**src/rtl/pinirq_pkg.sv**
```systemverilog
package pinirq_pkg;
    localparam int NUM_GROUPS = 2;
    localparam int GROUP_W    = 8;
    localparam int DATA_W     = 8;
    localparam int ADDR_W     = 2;
    localparam int NSRC       = NUM_GROUPS + 1;
    localparam int VEC_W      = $clog2(NSRC + 1);
    localparam int PIN_W      = NUM_GROUPS * GROUP_W;
    localparam int SENSE_LSB  = 6;
    localparam int MASK_BASE  = 2;

    localparam logic [ADDR_W-1:0] A_CTRL  = ADDR_W'(0);
    localparam logic [ADDR_W-1:0] A_FLAGS = ADDR_W'(1);

    typedef enum logic [1:0] {
        SENSE_LOW  = 2'b00,
        SENSE_ANY  = 2'b01,
        SENSE_FALL = 2'b10,
        SENSE_RISE = 2'b11
    } sense_e;

    function automatic logic ext_event(sense_e m, logic cur, logic prv);
        case (m)
            SENSE_ANY:  return cur ^ prv;
            SENSE_FALL: return prv & ~cur;
            SENSE_RISE: return cur & ~prv;
            default:    return 1'b0;
        endcase
    endfunction
endpackage

```
**src/rtl/pinirq_sync.sv**
```systemverilog
module pinirq_sync #(
    parameter int W = 1
) (
    input  logic         clk,
    input  logic         rst,
    input  logic [W-1:0] din,
    output logic [W-1:0] cur,
    output logic [W-1:0] prv
);
    logic [W-1:0] meta_q;

    always_ff @(posedge clk) begin
        if (rst) begin
            meta_q <= '0;
            cur    <= '0;
            prv    <= '0;
        end else begin
            meta_q <= din;
            cur    <= meta_q;
            prv    <= cur;
        end
    end
endmodule

```
**src/rtl/pinirq_group.sv**
```systemverilog
module pinirq_group #(
    parameter int W = 8
) (
    input  logic         clk,
    input  logic         rst,
    input  logic [W-1:0] chg,
    input  logic         mask_we,
    input  logic [W-1:0] mask_wdata,
    input  logic         flag_clr,
    output logic [W-1:0] mask,
    output logic         flag,
    output logic         set
);
    assign set = |(chg & mask);

    always_ff @(posedge clk) begin
        if (rst) begin
            mask <= '0;
            flag <= 1'b0;
        end else begin
            if (mask_we) mask <= mask_wdata;
            flag <= set | (flag & ~flag_clr);
        end
    end
endmodule

```
**src/rtl/pinirq_ext.sv**
```systemverilog
module pinirq_ext
    import pinirq_pkg::*;
(
    input  logic   clk,
    input  logic   rst,
    input  logic   cur,
    input  logic   prv,
    input  sense_e sense,
    input  logic   flag_clr,
    output logic   flag,
    output logic   set
);
    assign set = ext_event(sense, cur, prv);

    always_ff @(posedge clk) begin
        if (rst || sense == SENSE_LOW) flag <= 1'b0;
        else                           flag <= set | (flag & ~flag_clr);
    end
endmodule

```
**src/rtl/pinirq_ctrl.sv**
```systemverilog
module pinirq_ctrl
    import pinirq_pkg::*;
(
    input  logic              clk,
    input  logic              rst,
    input  logic              ext_pin,
    input  logic [PIN_W-1:0]  io_pins,
    input  logic              gie,
    input  logic              reg_we,
    input  logic [ADDR_W-1:0] reg_addr,
    input  logic [DATA_W-1:0] reg_wdata,
    output logic [DATA_W-1:0] reg_rdata,
    input  logic              ack,
    input  logic [VEC_W-1:0]  ack_vec,
    output logic              irq_req,
    output logic [VEC_W-1:0]  irq_vec
);
    logic [PIN_W:0]       sync_cur, sync_prv;
    logic [PIN_W-1:0]     pin_chg;
    logic [NSRC-1:0]      en_q, flag_v, set_v, clr_v, pend_v;
    sense_e               sense_q;
    logic [GROUP_W-1:0]   mask_q [NUM_GROUPS];

    pinirq_sync #(.W(PIN_W + 1)) u_sync (
        .clk (clk),
        .rst (rst),
        .din ({io_pins, ext_pin}),
        .cur (sync_cur),
        .prv (sync_prv)
    );

    assign pin_chg = sync_cur[PIN_W:1] ^ sync_prv[PIN_W:1];

    always_ff @(posedge clk) begin
        if (rst) begin
            en_q    <= '0;
            sense_q <= SENSE_LOW;
        end else if (reg_we && reg_addr == A_CTRL) begin
            en_q    <= reg_wdata[NSRC-1:0];
            sense_q <= sense_e'(reg_wdata[SENSE_LSB +: 2]);
        end
    end

    always_comb begin
        clr_v = '0;
        if (reg_we && reg_addr == A_FLAGS) clr_v = reg_wdata[NSRC-1:0];
        for (int i = 0; i < NSRC; i++)
            if (ack && ack_vec == VEC_W'(i)) clr_v[i] = 1'b1;
    end

    pinirq_ext u_ext (
        .clk      (clk),
        .rst      (rst),
        .cur      (sync_cur[0]),
        .prv      (sync_prv[0]),
        .sense    (sense_q),
        .flag_clr (clr_v[0]),
        .flag     (flag_v[0]),
        .set      (set_v[0])
    );

    for (genvar g = 0; g < NUM_GROUPS; g++) begin : g_grp
        pinirq_group #(.W(GROUP_W)) u_grp (
            .clk        (clk),
            .rst        (rst),
            .chg        (pin_chg[g*GROUP_W +: GROUP_W]),
            .mask_we    (reg_we && reg_addr == ADDR_W'(MASK_BASE + g)),
            .mask_wdata (reg_wdata[GROUP_W-1:0]),
            .flag_clr   (clr_v[g+1]),
            .mask       (mask_q[g]),
            .flag       (flag_v[g+1]),
            .set        (set_v[g+1])
        );
    end

    always_comb begin
        pend_v[0] = ((sense_q == SENSE_LOW) ? ~sync_cur[0] : flag_v[0]) & en_q[0] & gie;
        for (int i = 1; i < NSRC; i++) pend_v[i] = flag_v[i] & en_q[i] & gie;
    end

    always_comb begin
        logic found;
        found   = 1'b0;
        irq_vec = '0;
        for (int i = 0; i < NSRC; i++) begin
            if (!found && pend_v[i]) begin
                irq_vec = VEC_W'(i);
                found   = 1'b1;
            end
        end
    end

    assign irq_req = |pend_v;

    always_comb begin
        reg_rdata = '0;
        if (reg_addr == A_CTRL) begin
            reg_rdata[NSRC-1:0]       = en_q;
            reg_rdata[SENSE_LSB +: 2] = sense_q;
        end else if (reg_addr == A_FLAGS) begin
            reg_rdata[NSRC-1:0] = flag_v;
        end
        for (int g = 0; g < NUM_GROUPS; g++)
            if (reg_addr == ADDR_W'(MASK_BASE + g)) reg_rdata[GROUP_W-1:0] = mask_q[g];
    end
endmodule

```
**config.mk**
```make
export PLATFORM = sky130hd
export DESIGN_NAME = pinirq_ctrl
export DESIGN_NICKNAME = d
export VERILOG_FILES = /design/src/rtl/pinirq_pkg.sv /design/src/rtl/pinirq_sync.sv /design/src/rtl/pinirq_group.sv /design/src/rtl/pinirq_ext.sv /design/src/rtl/pinirq_ctrl.sv
export SDC_FILE = /design/constraint.sdc
export NUM_CORES = 1
export LEC_CHECK = 0
export BUFFER_PORTS_ARGS = -buffer_cell sky130_fd_sc_hd__buf_2
export CORE_ASPECT_RATIO = 0.75
export CORE_UTILIZATION = 55
export DETAILED_ROUTE_END_ITERATION = 10
export PLACE_DENSITY = 0.78
export SYNTH_ARGS = -nofsm -noshare
export SYNTH_HDL_FRONTEND = slang
export SYNTH_HIERARCHICAL = 1
export SYNTH_SLANG_ARGS = --single-unit
```
**constraint.sdc**
```tcl
create_clock -name clk -period 1.6 [get_ports clk]
set_clock_uncertainty 0.15 [all_clocks]
set_input_delay 0.16 -clock clk [delete_from_list [all_inputs] [get_ports clk]]
set_output_delay 0.16 -clock clk [all_outputs]
set_load 0.02 [all_outputs]
```
==> results.sh <==
export IMPL_outcome="complete, but fails checks"
export IMPL_violations="design-rule violations, negative setup slack"
export IMPL_placed_area_mm2=0.003148
export IMPL_wire_per_inst_um=13.89
export IMPL_firstDrtPassIters=7
export IMPL_yosys_warnings=6
export IMPL_hold_ws_ns=0.1255
export IMPL_synth_cells=254
export IMPL_cts_tree="done"
export IMPL_final_util=0.7669
export IMPL_critPathMaxStageDelay_ns=0.55
export IMPL_syn_nets=290
export IMPL_crit_type="reg2out"
export IMPL_design_area_mm2=0.003779
export IMPL_cts_buffers=9
export IMPL_core_area_mm2=0.004927
export IMPL_num_antenna_cells=0
export IMPL_grt_ovfl_total=0
export IMPL_cts_path_max_buffers=2
export IMPL_gp_congestion=0.7552
export IMPL_viasPerCell=4.985
export IMPL_antenna_left=0
export IMPL_vias=2044
export IMPL_rsz0062_at_grt="yes"
export IMPL_required_ns=1.29
export IMPL_avgSynthCellArea_um2=11.17
export IMPL_clock_latency_ns=0.35
export IMPL_drc=5
export IMPL_slew_violations=0
export IMPL_drv_cap=0
export IMPL_fin_cells=410
export IMPL_vdd_drop_max_mv=0.7189
export IMPL_dp_final_hpwl_mm=3.397
export IMPL_crit_chain="or4b_4 > a41oi_2 > buf_4"
export IMPL_area_delta_synth_final_pct=33.22
export IMPL_drtIter0Drc=132
export IMPL_rows=22
export IMPL_totalNegativeSetupSlack_ns=-0.8821
export IMPL_worst_slack_ns=-0.2875
export IMPL_slew_limit_headroom=0.7494
export IMPL_start_kind="register"
export IMPL_cellPowerDensity_mw_per_mm2=977.1
export IMPL_nets=381
export IMPL_cp_end_kind="primary output"
export IMPL_clock_root_buffer="clkbuf_8"
export IMPL_wirelength_mm=5.694
export IMPL_critPathMaxFanout=4
export IMPL_layout_min_cycle_time_ns=1.887
export IMPL_pre_cts_ws_ns=0.08441
export IMPL_tightest_slew_ns=0.3755
export IMPL_die_x_um=84.93
export IMPL_setup_viol=6
export IMPL_grt_start_max_net_pins=76
export IMPL_cp_arrival_ns=1.58
export IMPL_hold_viol_final=0
export IMPL_antenna_found_initial=0
export IMPL_cts_clk_slew_worst_paths_ns=0.08
export IMPL_chipHeight_um=64.19
export IMPL_io_buffers=44
export IMPL_grt_usage=0.2235
export IMPL_grt_pass1_vias=1968
export IMPL_grt_pass1_wl_mm=9.052
export IMPL_initial_core_util=0.5757
export IMPL_total_power_mw=3.692
export IMPL_finalCritPeriodShare=1.180
export IMPL_ios=45
export IMPL_fmax_mhz=529.8
export IMPL_drive_gt1_frac=0.3257
export IMPL_leakagePower_nw=1.683
export IMPL_min_path_type="in2reg"
export IMPL_place_inst=356
export IMPL_crit_slowest_cell="or4b_4"
export IMPL_syn_area_mm2=0.002836
export IMPL_dieArea_mm2=0.005451
export IMPL_htreeDepth=3
export IMPL_cts_sinks=75
## registers in the layout, summed over array words and instances (netlist names)
register,count
u_ext/flag,1
g_grp.u_grp/flag,2
u_sync/prv,17
u_sync/meta_q,17
u_sync/cur,17
sense_q,2
g_grp.u_grp/mask,16
en_q,3
## cell usage in the layout (no fill, tap or decap), types with 2 or more instances in the layout
cell and count:
buf_4 21, ha_1 2, a32o_1 3, buf_2 36
mux2i_1 24, buf_6 8, nor2b_1 57, clkbuf_8 10
mux4_2 3, a22oi_1 6, o21ba_1 2, inv_1 7
mux2_4 3, nand4_1 2, clkinvlp_4 2, nand2_1 4
dlygate4sd3_1 25, dfxtp_1 60, a22oi_2 2, dfxtp_2 14
nor2_1 24, xor2_1 16
## timing repair
action,in CTS,in global routing
setup buffers,11,4
setup endpoints to repair,8,8
resized for setup,31,10
hold endpoints to repair,38,0
pin swaps,6,4
hold buffers,25,0
## critical path: cells and delay by family (launching register included)
family,cells,cell delay [ns]
DFF,1,0.37
buffers and inverters,1,0.16
and+or+nand+nor,1,0.55
AOI/OAI and AO/OA,1,0.15
## path summary, 6_finish.rpt
| kind | from | end | slack (ns) | depth (start not counted) |
|---|---|---|---|---|
| worst min register to register | u_sync/meta_q[5] | u_sync/cur[5] | 0.28 | 1 |
| worst max register to register | sense_q[0] | u_ext/flag | 0.09 | 6 |
| worst min-delay path | rst | u_sync/prv[0] | 0.13 | 3 |
| worst max-delay path | sense_q[1] | irq_req | -0.29 | 3 |
## power by group
group	switching (mW)	internal (mW)
Clock	0.732	0.620
Sequential	0.0356	1.94
Combinational	0.160	0.204
Total	0.928	2.76
## metal layers
metal,up-vias,GRT usage,share of wire
li1,1021,-,-
met1,938,0.2590,0.46
met2,73,0.3750,0.46
met3,12,0.07623,0.059
met4,0,0.1038,0.017
met5,-,0,0
## layout make-up
| type | count | area, µm² |
|---|---|---|
| clock inverter | 6 | 48.80 |
| fill | 326 | 1149 |
| inverter | 7 | 26.28 |
| timing repair buffer | 91 | 698.2 |
| tap | 60 | 75.07 |
| multi-input combinational | 161 | 1270 |
| sequential | 75 | 1523 |
| clock buffer | 10 | 137.6 |
Note: power is estimated with default switching activity, not from simulation.
